**src/rtl/pport_pkg.sv**
```systemverilog
package pport_pkg;
  localparam int unsigned CTL_W = 5;
  localparam int unsigned IN_W  = 5;
  localparam int unsigned WR_W  = 32;
  localparam int unsigned STAT_W = 16;

  // control signal index, shared by control register, engine bus and inversion bits
  localparam int unsigned SIG_INIT   = 0;
  localparam int unsigned SIG_STRB   = 1;
  localparam int unsigned SIG_AUTOFD = 2;
  localparam int unsigned SIG_SELI   = 3;
  localparam int unsigned SIG_OE     = 4;

  // configuration word field positions
  localparam int unsigned CF_MODE_LO = 0;
  localparam int unsigned CF_EXT     = 3;
  localparam int unsigned CF_FORCE   = 4;
  localparam int unsigned CF_EN      = 5;
  localparam int unsigned CF_WIDE    = 6;
  localparam int unsigned CF_OINV_LO = 8;
  localparam int unsigned CF_IINV_LO = 16;

  // control word field positions
  localparam int unsigned CW_CTL_LO  = 16;
  localparam int unsigned CW_IRQ_ACK = 24;

  typedef logic [3:0] pmode_t;

  localparam pmode_t MD_MANUAL = 4'h0;
  localparam pmode_t MD_CENTR  = 4'h1;
  localparam pmode_t MD_FASTB  = 4'h2;
  localparam pmode_t MD_NIBBLE = 4'h3;
  localparam pmode_t MD_BYTE   = 4'h4;
  localparam pmode_t MD_OFF    = 4'h7;

  typedef struct packed {
    pmode_t            mode;
    logic              force_now;
    logic              enable;
    logic              wide;
    logic [CTL_W-1:0]  out_inv;
    logic [IN_W-1:0]   in_inv;
  } pcfg_t;

  // extended codes are only valid with low bits 000, 101, 110 or 111
  function automatic logic mode_ok(pmode_t c);
    return !c[3] || (c[2:0] == 3'd0) || (c[2:0] >= 3'd5);
  endfunction
endpackage

```
**src/rtl/pport_sync.sv**
```systemverilog
module pport_sync #(
  parameter int unsigned W      = 5,
  parameter int unsigned STAGES = 2
) (
  input  logic         clk,
  input  logic         rst_n,
  input  logic [W-1:0] d,
  output logic [W-1:0] q
);
  logic [STAGES-1:0][W-1:0] pipe;

  always_ff @(posedge clk or negedge rst_n) begin
    if (!rst_n) begin
      pipe <= '0;
    end else begin
      pipe[0] <= d;
      for (int i = 1; i < int'(STAGES); i++) begin
        pipe[i] <= pipe[i-1];
      end
    end
  end

  assign q = pipe[STAGES-1];
endmodule

```
**src/rtl/pport_cfg_regs.sv**
```systemverilog
module pport_cfg_regs
  import pport_pkg::*;
(
  input  logic            clk,
  input  logic            rst_n,
  input  logic            cfg_wr,
  input  logic [WR_W-1:0] wdata,
  output pcfg_t           cfg_q
);
  pcfg_t  cfg_d;
  pmode_t wr_mode;
  logic   unused_cfg_bits;

  assign unused_cfg_bits = ^{wdata[WR_W-1:CF_IINV_LO+IN_W],
                             wdata[CF_IINV_LO-1:CF_OINV_LO+CTL_W],
                             wdata[CF_OINV_LO-1:CF_WIDE+1]};

  always_comb begin
    wr_mode = {wdata[CF_EXT], wdata[CF_MODE_LO +: 3]};
    cfg_d   = cfg_q;
    if (mode_ok(wr_mode)) begin
      cfg_d.mode = wr_mode;
    end
    cfg_d.force_now = wdata[CF_FORCE];
    cfg_d.enable    = wdata[CF_EN];
    cfg_d.wide      = wdata[CF_WIDE];
    cfg_d.out_inv   = wdata[CF_OINV_LO +: CTL_W];
    cfg_d.in_inv    = wdata[CF_IINV_LO +: IN_W];
  end

  always_ff @(posedge clk or negedge rst_n) begin
    if (!rst_n) begin
      cfg_q <= '0;
    end else if (cfg_wr) begin
      cfg_q <= cfg_d;
    end
  end
endmodule

```
**src/rtl/pport_mode_sel.sv**
```systemverilog
module pport_mode_sel
  import pport_pkg::*;
(
  input  logic   clk,
  input  logic   rst_n,
  input  logic   enable,
  input  logic   force_now,
  input  logic   eng_busy,
  input  pmode_t req_mode,
  output pmode_t eff_mode
);
  pmode_t eff_d;
  logic   take;

  always_comb begin
    take = (req_mode != eff_mode) && (force_now || !eng_busy);
    if (!enable) begin
      eff_d = MD_MANUAL;
    end else if (take) begin
      eff_d = req_mode;
    end else begin
      eff_d = eff_mode;
    end
  end

  always_ff @(posedge clk or negedge rst_n) begin
    if (!rst_n) begin
      eff_mode <= MD_MANUAL;
    end else begin
      eff_mode <= eff_d;
    end
  end
endmodule

```
**src/rtl/pport_ctl_regs.sv**
```systemverilog
module pport_ctl_regs
  import pport_pkg::*;
#(
  parameter int unsigned DATA_W = 8
) (
  input  logic              clk,
  input  logic              rst_n,
  input  logic              enable,
  input  logic              ctl_wr,
  input  logic              ctl_byte_wr,
  input  logic [WR_W-1:0]   wdata,
  input  logic              periph_evt,
  output logic [CTL_W-1:0]  ctl_q,
  output logic [DATA_W-1:0] data_q,
  output logic              irq_q
);
  logic [CTL_W-1:0]  ctl_d;
  logic [DATA_W-1:0] data_d;
  logic              irq_d;
  logic              unused_ctl_bits;

  assign unused_ctl_bits = ^{wdata[WR_W-1:CW_IRQ_ACK+1],
                             wdata[CW_IRQ_ACK-1:CW_CTL_LO+CTL_W],
                             wdata[CW_CTL_LO-1:DATA_W]};

  always_comb begin
    ctl_d  = ctl_q;
    data_d = data_q;
    irq_d  = irq_q;
    if (ctl_wr) begin
      ctl_d  = wdata[CW_CTL_LO +: CTL_W];
      data_d = wdata[DATA_W-1:0];
      if (wdata[CW_IRQ_ACK]) begin
        irq_d = 1'b0;
      end
    end else if (ctl_byte_wr) begin
      ctl_d = wdata[CTL_W-1:0];
    end
    if (periph_evt) begin
      irq_d = 1'b1;
    end
    if (!enable) begin
      ctl_d  = '0;
      data_d = '0;
      irq_d  = 1'b0;
    end
  end

  always_ff @(posedge clk or negedge rst_n) begin
    if (!rst_n) begin
      ctl_q  <= '0;
      data_q <= '0;
      irq_q  <= 1'b0;
    end else begin
      ctl_q  <= ctl_d;
      data_q <= data_d;
      irq_q  <= irq_d;
    end
  end
endmodule

```
**src/rtl/pport_pin_drv.sv**
```systemverilog
module pport_pin_drv
  import pport_pkg::*;
#(
  parameter int unsigned DATA_W = 8
) (
  input  pmode_t            eff_mode,
  input  logic [CTL_W-1:0]  ctl_q,
  input  logic [DATA_W-1:0] data_q,
  input  logic [CTL_W-1:0]  eng_ctl,
  input  logic [DATA_W-1:0] eng_data,
  input  logic [CTL_W-1:0]  out_inv,
  output logic [CTL_W-1:0]  pin_ctl,
  output logic [DATA_W-1:0] pin_data
);
  logic [CTL_W-1:0] act;
  logic             reg_init;
  logic             reg_autofd;
  logic             off_mode;

  always_comb begin
    reg_init   = (eff_mode == MD_CENTR) || (eff_mode == MD_FASTB) ||
                 (eff_mode == MD_NIBBLE) || (eff_mode == MD_BYTE);
    reg_autofd = (eff_mode == MD_CENTR) || (eff_mode == MD_FASTB);
    off_mode   = (eff_mode == MD_OFF);
    if (eff_mode == MD_MANUAL) begin
      act      = ctl_q;
      pin_data = data_q;
    end else begin
      act      = eng_ctl;
      pin_data = eng_data;
      if (reg_init) begin
        act[SIG_INIT] = ctl_q[SIG_INIT];
      end
      if (reg_autofd) begin
        act[SIG_AUTOFD] = ctl_q[SIG_AUTOFD];
      end
    end
    if (off_mode) begin
      act      = '0;
      pin_data = data_q;
    end
  end

  for (genvar g = 0; g < int'(CTL_W); g++) begin : g_pin
    if (g == int'(SIG_OE)) begin : g_oe
      assign pin_ctl[g] = act[g] ^ out_inv[g];
    end else begin : g_ctl
      localparam logic OFF_LVL = (g == int'(SIG_SELI)) ? 1'b0 : 1'b1;
      assign pin_ctl[g] = off_mode ? OFF_LVL : (~act[g] ^ out_inv[g]);
    end
  end
endmodule

```
**src/rtl/pport_modectl.sv**
```systemverilog
module pport_modectl
  import pport_pkg::*;
#(
  parameter int unsigned DATA_W      = 8,
  parameter int unsigned SYNC_STAGES = 2
) (
  input  logic              clk,
  input  logic              rst_n,
  input  logic              cfg_wr,
  input  logic              ctl_wr,
  input  logic              ctl_byte_wr,
  input  logic [WR_W-1:0]   wdata,
  input  logic              eng_busy,
  input  logic [CTL_W-1:0]  eng_ctl,
  input  logic [DATA_W-1:0] eng_data,
  input  logic              rx_avail,
  input  logic              tx_ready,
  input  logic              periph_evt,
  input  logic              pin_perr,
  input  logic              pin_ack_n,
  input  logic              pin_busy,
  input  logic              pin_fault_n,
  input  logic              pin_sel,
  output logic              pin_seli_n,
  output logic              pin_autofd_n,
  output logic              pin_strb_n,
  output logic              pin_init_n,
  output logic              pin_data_oe,
  output logic [DATA_W-1:0] pin_data,
  output logic [3:0]        mode_o,
  output logic              irq_pend,
  output logic [STAT_W-1:0] status_o
);
  logic [1:0]        rst_pipe;
  logic              rst_sn;
  pcfg_t             cfg_q;
  pmode_t            req_mode;
  logic              cfg_force;
  logic              cfg_en;
  logic [CTL_W-1:0]  ctl_q;
  logic [DATA_W-1:0] data_q;
  logic [CTL_W-1:0]  pin_ctl;
  logic [IN_W-1:0]   in_raw;
  logic [IN_W-1:0]   in_sync;
  logic [IN_W-1:0]   in_cond;

  // asynchronous assert, synchronous release
  always_ff @(posedge clk or negedge rst_n) begin
    if (!rst_n) begin
      rst_pipe <= 2'b00;
    end else begin
      rst_pipe <= {rst_pipe[0], 1'b1};
    end
  end
  assign rst_sn = rst_pipe[1];

  pport_cfg_regs u_cfg (
    .clk    (clk),
    .rst_n  (rst_sn),
    .cfg_wr (cfg_wr),
    .wdata  (wdata),
    .cfg_q  (cfg_q)
  );

  assign req_mode  = cfg_q.mode;
  assign cfg_force = cfg_q.force_now;
  assign cfg_en    = cfg_q.enable;

  pport_mode_sel u_mode (
    .clk       (clk),
    .rst_n     (rst_sn),
    .enable    (cfg_en),
    .force_now (cfg_force),
    .eng_busy  (eng_busy),
    .req_mode  (req_mode),
    .eff_mode  (mode_o)
  );

  pport_ctl_regs #(.DATA_W(DATA_W)) u_ctl (
    .clk         (clk),
    .rst_n       (rst_sn),
    .enable      (cfg_en),
    .ctl_wr      (ctl_wr),
    .ctl_byte_wr (ctl_byte_wr),
    .wdata       (wdata),
    .periph_evt  (periph_evt),
    .ctl_q       (ctl_q),
    .data_q      (data_q),
    .irq_q       (irq_pend)
  );

  pport_pin_drv #(.DATA_W(DATA_W)) u_pins (
    .eff_mode (mode_o),
    .ctl_q    (ctl_q),
    .data_q   (data_q),
    .eng_ctl  (eng_ctl),
    .eng_data (eng_data),
    .out_inv  (cfg_q.out_inv),
    .pin_ctl  (pin_ctl),
    .pin_data (pin_data)
  );

  assign pin_init_n   = pin_ctl[SIG_INIT];
  assign pin_strb_n   = pin_ctl[SIG_STRB];
  assign pin_autofd_n = pin_ctl[SIG_AUTOFD];
  assign pin_seli_n   = pin_ctl[SIG_SELI];
  assign pin_data_oe  = pin_ctl[SIG_OE];

  assign in_raw = {pin_perr, pin_ack_n, pin_busy, pin_fault_n, pin_sel};

  pport_sync #(.W(IN_W), .STAGES(SYNC_STAGES)) u_sync (
    .clk   (clk),
    .rst_n (rst_sn),
    .d     (in_raw),
    .q     (in_sync)
  );

  assign in_cond  = in_sync ^ cfg_q.in_inv;
  assign status_o = {mode_o[2:0], in_cond, mode_o[3], cfg_q.wide, 4'b0000,
                     tx_ready, rx_avail};
endmodule

```
**config.mk**
```make
export PLATFORM = sky130hd
export DESIGN_NAME = pport_modectl
export DESIGN_NICKNAME = d
export VERILOG_FILES = /design/src/rtl/pport_pkg.sv /design/src/rtl/pport_sync.sv /design/src/rtl/pport_cfg_regs.sv /design/src/rtl/pport_mode_sel.sv /design/src/rtl/pport_ctl_regs.sv /design/src/rtl/pport_pin_drv.sv /design/src/rtl/pport_modectl.sv
export SDC_FILE = /design/constraint.sdc
export NUM_CORES = 1
export LEC_CHECK = 0
export BUFFER_PORTS_ARGS = -buffer_cell sky130_fd_sc_hd__clkbuf_2
export CAP_MARGIN = 0
export CORE_UTILIZATION = 52
export DETAILED_ROUTE_END_ITERATION = 6
export PLACE_DENSITY_LB_ADDON = 0.15
export SLEW_MARGIN = 40
export SYNTH_ARGS = -nofsm -noshare
export SYNTH_HDL_FRONTEND = slang
export SYNTH_SLANG_ARGS = --single-unit
```
**constraint.sdc**
```tcl
create_clock -name clk -period 5 [get_ports clk]
set_input_delay 1.25 -clock clk [delete_from_list [all_inputs] [get_ports clk]]
set_output_delay 1.25 -clock clk [all_outputs]
set_load 0.05 [all_outputs]
```
# After elaboration in Yosys (flattened, before gate mapping)
# Index checks and enable logic that the tools add are counted.
[op_classes]
eq_ne = 11
magnitude_cmp = 1
reduce_logical = 13
bitwise = 10
mux = 21
[op_table]
columns = ["op", "count"]
rows = [
  ["8-bit two-way mux", 4],
  ["5-bit two-way mux", 5],
  ["1-bit two-way mux", 10],
  ["3-bit != test, second input constant", 3],
  ["4-bit by 2-bit == test with 1-bit output, second input constant", 2],
  ["4-bit by 3-bit == test with 1-bit output, second input constant", 2],
  ["4-bit two-way mux", 2],
  ["1-bit logical OR", 6],
  ["1-bit XOR", 5],
  ["5-bit XOR", 1],
  ["4-bit by 1-bit == test with 1-bit output, second input constant", 1],
  ["4-bit zero test", 1],
  ["4-bit != test", 1],
  ["1-bit inverter", 4],
  ["2-bit AND reduction", 2],
  ["3-bit >= comparator, second input constant", 1],
  ["3-bit zero test", 1],
  ["1-bit zero test", 2],
  ["2-bit by 1-bit != test with 1-bit output, second input constant", 1],
  ["2-bit != test, second input constant", 1],
  ["1-bit logical AND", 1],
]
[word_totals]
input_bits = 59
ff_bits = 47
out_inout_bits = 34

# Logic depth before layout (Yosys ltp)
[logic_depth]
ltp_word = 10
ltp_mapped = 5
depth_no_buf = 3

# Hierarchy
# A second synthesis with hierarchy kept.
[unflattened]
hier_cells = 203
area_unflattened_um2 = 2437.3
[modules_own_cells]
columns = ["module", "area_per_inst_um2", "seq_area_each_um2", "instances", "cells_each"]
rows = [
  ["pport_cfg_regs", 765.7, 425.4, 1, 55],
  ["pport_ctl_regs", 655.6, 350.3, 1, 50],
  ["pport_pin_drv", 366.6, 0.0, 1, 45],
  ["pport_sync", 287.8, 250.2, 1, 15],
  ["pport_mode_sel", 185.2, 100.1, 1, 19],
  ["pport_modectl", 176.4, 50.0, 1, 19],
]

# Worst setup path after synthesis
# OpenSTA, ideal clock, no wires.
[synth_timing]
path_type = "register to output"
from = "register u_mode.eff_mode[0]"
to = "output port pin_seli_n"
path_stages_with_launch = 5
path_slack_ps = 1308
t_required_ps = 3750
path_buffers = 1
arrival_ps = 2442
cell_sequence = "dfrtp_1 -> buf_2 -> nor4_4 -> mux2i_1 -> mux2i_1"
[synth_between]
elab_chain_len = 6
word_cells_on_any_way = 7
classes_between = "1 x eq/ne; 3 x mux; 2 x bitwise; 1 x reduce/logical"
[synth_lines]
columns = ["item", "line_no", "text"]
rows = [
  ["start: declaration", "pport_mode_sel.sv:10", "output pmode_t eff_mode"],
  ["start signal: assignment", "pport_mode_sel.sv:28", "eff_mode <= MD_MANUAL;"],
  ["start signal: assignment", "pport_mode_sel.sv:30", "eff_mode <= eff_d;"],
  ["4-bit zero test", "pport_pin_drv.sv:25", "if (eff_mode == MD_MANUAL) begin"],
  ["5-bit two-way mux", "pport_pin_drv.sv:25", ""],
  ["5-bit two-way mux", "pport_pin_drv.sv:38", "if (off_mode) begin"],
  ["1-bit inverter", "pport_pin_drv.sv:49", "assign pin_ctl[g] = off_mode ? OFF_LVL : (~act[g] ^ out_inv[g]);"],
  ["1-bit XOR", "pport_pin_drv.sv:49", ""],
  ["1-bit two-way mux *", "pport_pin_drv.sv:49", ""],
  ["end: declaration", "pport_modectl.sv:24", "output logic pin_seli_n,"],
]
# Mark *: on every way between the ends. The rest lies on a longest branch, timed or not.

# Worst setup path in the final report
# Ends and elaborated chain as after synthesis.

==> impl_results.md <==
* Synth top area share at 50.3%
* Setup TNS at 0 ns
* CTS max path bufs at 2
* Synthesized area at 2340 um^2
* Syn-to-layout area delta at 16.3%
* H-tree lvl count at 2
* CTS sink cnt at 47
* DIE AREA at approximately 4800 um^2
* Number of global-route vias before repair at roughly 1500
* Drt pass-1 iters at 4
* Number of distinct library cells after synthesis at 35
* Die W at just under 70 um
* Slew of the pin with the lowest slew margin at 0.574 ns
* Crit path DAT at ~2.2 ns
* Max FO, Critical Path at 11
* Routed Antenna Nets at 0
* Critical Setup Path Class: reg -> out
* Leak Pwr at between 1 and 1.5 nW
* CTS buffer count at 5
* GRT Overall Usage at 19.0%
* Fmax at 288 MHz
* Reg power frac at about 46%
* Yosys reg bits at 47
* Largest area contributor in the netlist: dfrtp_1
* # resized after CTS at 0
* Initial core utilization at 54.1%
* DR iter-0 viols at 52
* TritonCTS clock tree: yes
* Unrepaired setup endpoints after global routing: false
* Relative slew slack at between 60% and 70%
* Worst Path Required at between 3 and 4 ns
* RR Endpoint: u_mode.eff_mode[0]
* Most frequent CP cell: mux2i_1
* Register area share after synthesis at roughly 50%
* Drt wl/cell at 13.6 um
* Pre-CTS WS at 1.70 ns
* Row Count at 24
* Most frequent cell after synthesis: dfrtp_1
* Final cycle utilization of the critical path at a little over two thirds
* Post-CTS Setup Repair Bufs at 0
* Critical path cell sequence: nor4_4 -> mux2i_1 -> mux2i_1 -> clkbuf_2
* Clk pin slew, worst setup/hold paths at approximately 0.090 ns
* Fin crit period at 3.48 ns
* Nets@finish at roughly 320
* Synth warn at 0
* Post-synth EDFFs at 0
* Worst Setup End Kind: output port
* Slew Limit Fails at 0
* Min-delay worst type: reg -> async
* R2R Setup Slk at 3.80 ns
* Post-CTS Hold Fix Bufs at 0
* Setup-failing EPs final at 0
* Final Hold Vio Count at 0
* Main flop type after synthesis: dfrtp_1
* Vias at 1607
* Final core utilization at ~63%
* Slowest-stage cell, CP: nor4_4
* Area of the core at approximately 4300 um^2
* Routed vias/inst at ~5.2
* Top cells by area, synth: dfrtp_1, mux2_2, mux2i_1
* Chip height at just under 70 um
* Maxcap violations at 0
* Int Power at 0.615 mW
* Synthesized instance count at around 200
* Reg2reg start: u_cfg.cfg_q[12]
* Comb power frac at approximately a third
* Most frequent cells after synthesis: dfrtp_1, mux2i_1, mux2_2
* Switching Share at between 30% and 40%
* # IOs at between 90 and 100
* Switching pwr at approximately 0.38 mW
* Root Driver: clkbuf_8
* Nature of the critical path startpoint: register
* Worst Reg-to-Reg Cells at 3
* Worst path top cell family by delay: simple AND/OR/NAND/NOR gates
* Setup slack after layout at about 1.5 ns
* Share of layout cells above drive strength 1 at 40.1%
* CP max stage delay at 0.62 ns
* Largest net degree at the start of global routing at between 40 and 50
* Initial antenna violation count at 0
* Buffers & Inverters on Critical Path at 1
* Post-DP HPWL at 2950 um
* Worst Skew at roughly 0.006 ns
* First-pass GRT wire length at roughly 7000 um
* Clock power frac at roughly 23%
* Worst IR drop on VDD at ~0.00022 V
* # DRC at 0
* Ant diodes at 0
* Insertion delay to the later sink of the worst-skew pair at approximately 0.3 ns
* Share of async-settable or async-resettable flops after synthesis at between 90% and 100%
* Grt total ovfl at 0
* Final weighted congestion in routability-driven placement at 0.727
* Status: finished, final reports clean
* Avg Inst Size Synth at between 10 and 15 um^2
* Input/output buffers at 71
* Power Dens Cells at between 300 and 400 nW/um^2
* Final WL at 4190 um
-- power groups by stage --
stage | Sequential, mW | Clock [mW] | Combinational [mW]
2_1_floorplan | 0.460 | 0 | 0.265
3_3_place_gp | 0.460 | 0 | 0.317
3_5_place_dp | 0.462 | 0 | 0.320
4_1_cts | 0.455 | 0.233 | 0.321
5_1_grt | 0.463 | 0.246 | 0.338
6_report | 0.453 | 0.225 | 0.319
-- cell usage in the layout, fill, tap and decap left out, types with 2 or more instances in the layout --
cell type   instances
mux2_2             21
dfrtp_1            46
clkbuf_2           71
clkbuf_8            5
nor2b_1            18
nand2_1             8
clkinvlp_4          2
mux2i_1            23
conb_1              5
nand4b_1            2
nand2b_1            2
o21ai_0             9
and2_1              7
inv_1               2
a211o_1             2
xor2_1              8
a32o_1              2
a21oi_1             4
nor2_1              3
-- registers in the layout, indices dropped and copies added, names as in the netlist --
signal	flops
rst_pipe	2
u_mode.eff_mode	4
u_cfg.cfg_q	17
u_sync.pipe	5
u_ctl.data_q	8
u_sync.q	5
u_ctl.irq_q	1
u_ctl.ctl_q	5
-- worst max-delay path by stage --
| stage | startpoint | endpoint | slack, ns | depth (start not counted) |
|---|---|---|---|---|
| floorplan | u_mode.eff_mode[0] | pin_seli_n | 1.31 | 4 |
| finish | u_mode.eff_mode[0] | pin_seli_n | 1.52 | 4 |
| detailed placement | eng_ctl[0] | pin_init_n | 1.70 | 5 |
| global route | u_mode.eff_mode[0] | pin_strb_n | 1.37 | 4 |
| CTS | u_mode.eff_mode[0] | pin_seli_n | 1.50 | 4 |
| global placement | eng_ctl[0] | pin_init_n | 1.70 | 5 |
-- routing by layer --
layer | vias to the layer above | part of all wire, % | track usage, %
met1 | 769 | 48 | 26.3
met5 | - | 0 | 0
met2 | 52 | 47 | 30.6
met4 | 0 | 0.45 | 4.08
li1 | 784 | - | -
met3 | 2 | 4.4 | 4.68
-- logic make-up after synthesis --
logic type,after synthesis,synth area share [%]
AND/OR/NAND/NOR,48,13.0
flip-flops,47,50.3
multiplexers,44,20.0
buffers and inverters,28,6.48
AO/OA/AOI/OAI,23,6.53
XOR/XNOR,9,3.37
other,2,0.321
-- metrics by stage --
stage / hold WS, ns / power [mW] / std cells / area, um^2
final: 0.337 / 0.997 / 309 / 2720
after floorplan: 0.331 / 0.724 / 204 / 2350
after global routing: 0.363 / 1.05 / 309 / 2720
after global placement: 0.332 / 0.778 / 301 / 2630
after detailed placement: 0.336 / 0.783 / 301 / 2630
after CTS: 0.354 / 1.01 / 309 / 2720
-- final cells by class --
class                   instances  area [um^2]
multi-input cells             129         1020
inverters                       2         7.51
repair buffers                 71          355
clock inverters                 3         20.0
flip-flops and latches         47         1180
well taps                      52         65.1
fillers                       360         1610
clock buffers                   5         68.8
-- worst reg2reg max path, delay by kind of cell (launching register included) --
kind             cells  cell delay (ns)
and+or+nand+nor      2             0.46
DFF                  1             0.39
muxes                1             0.25
(Power assumes the default switching activity.)
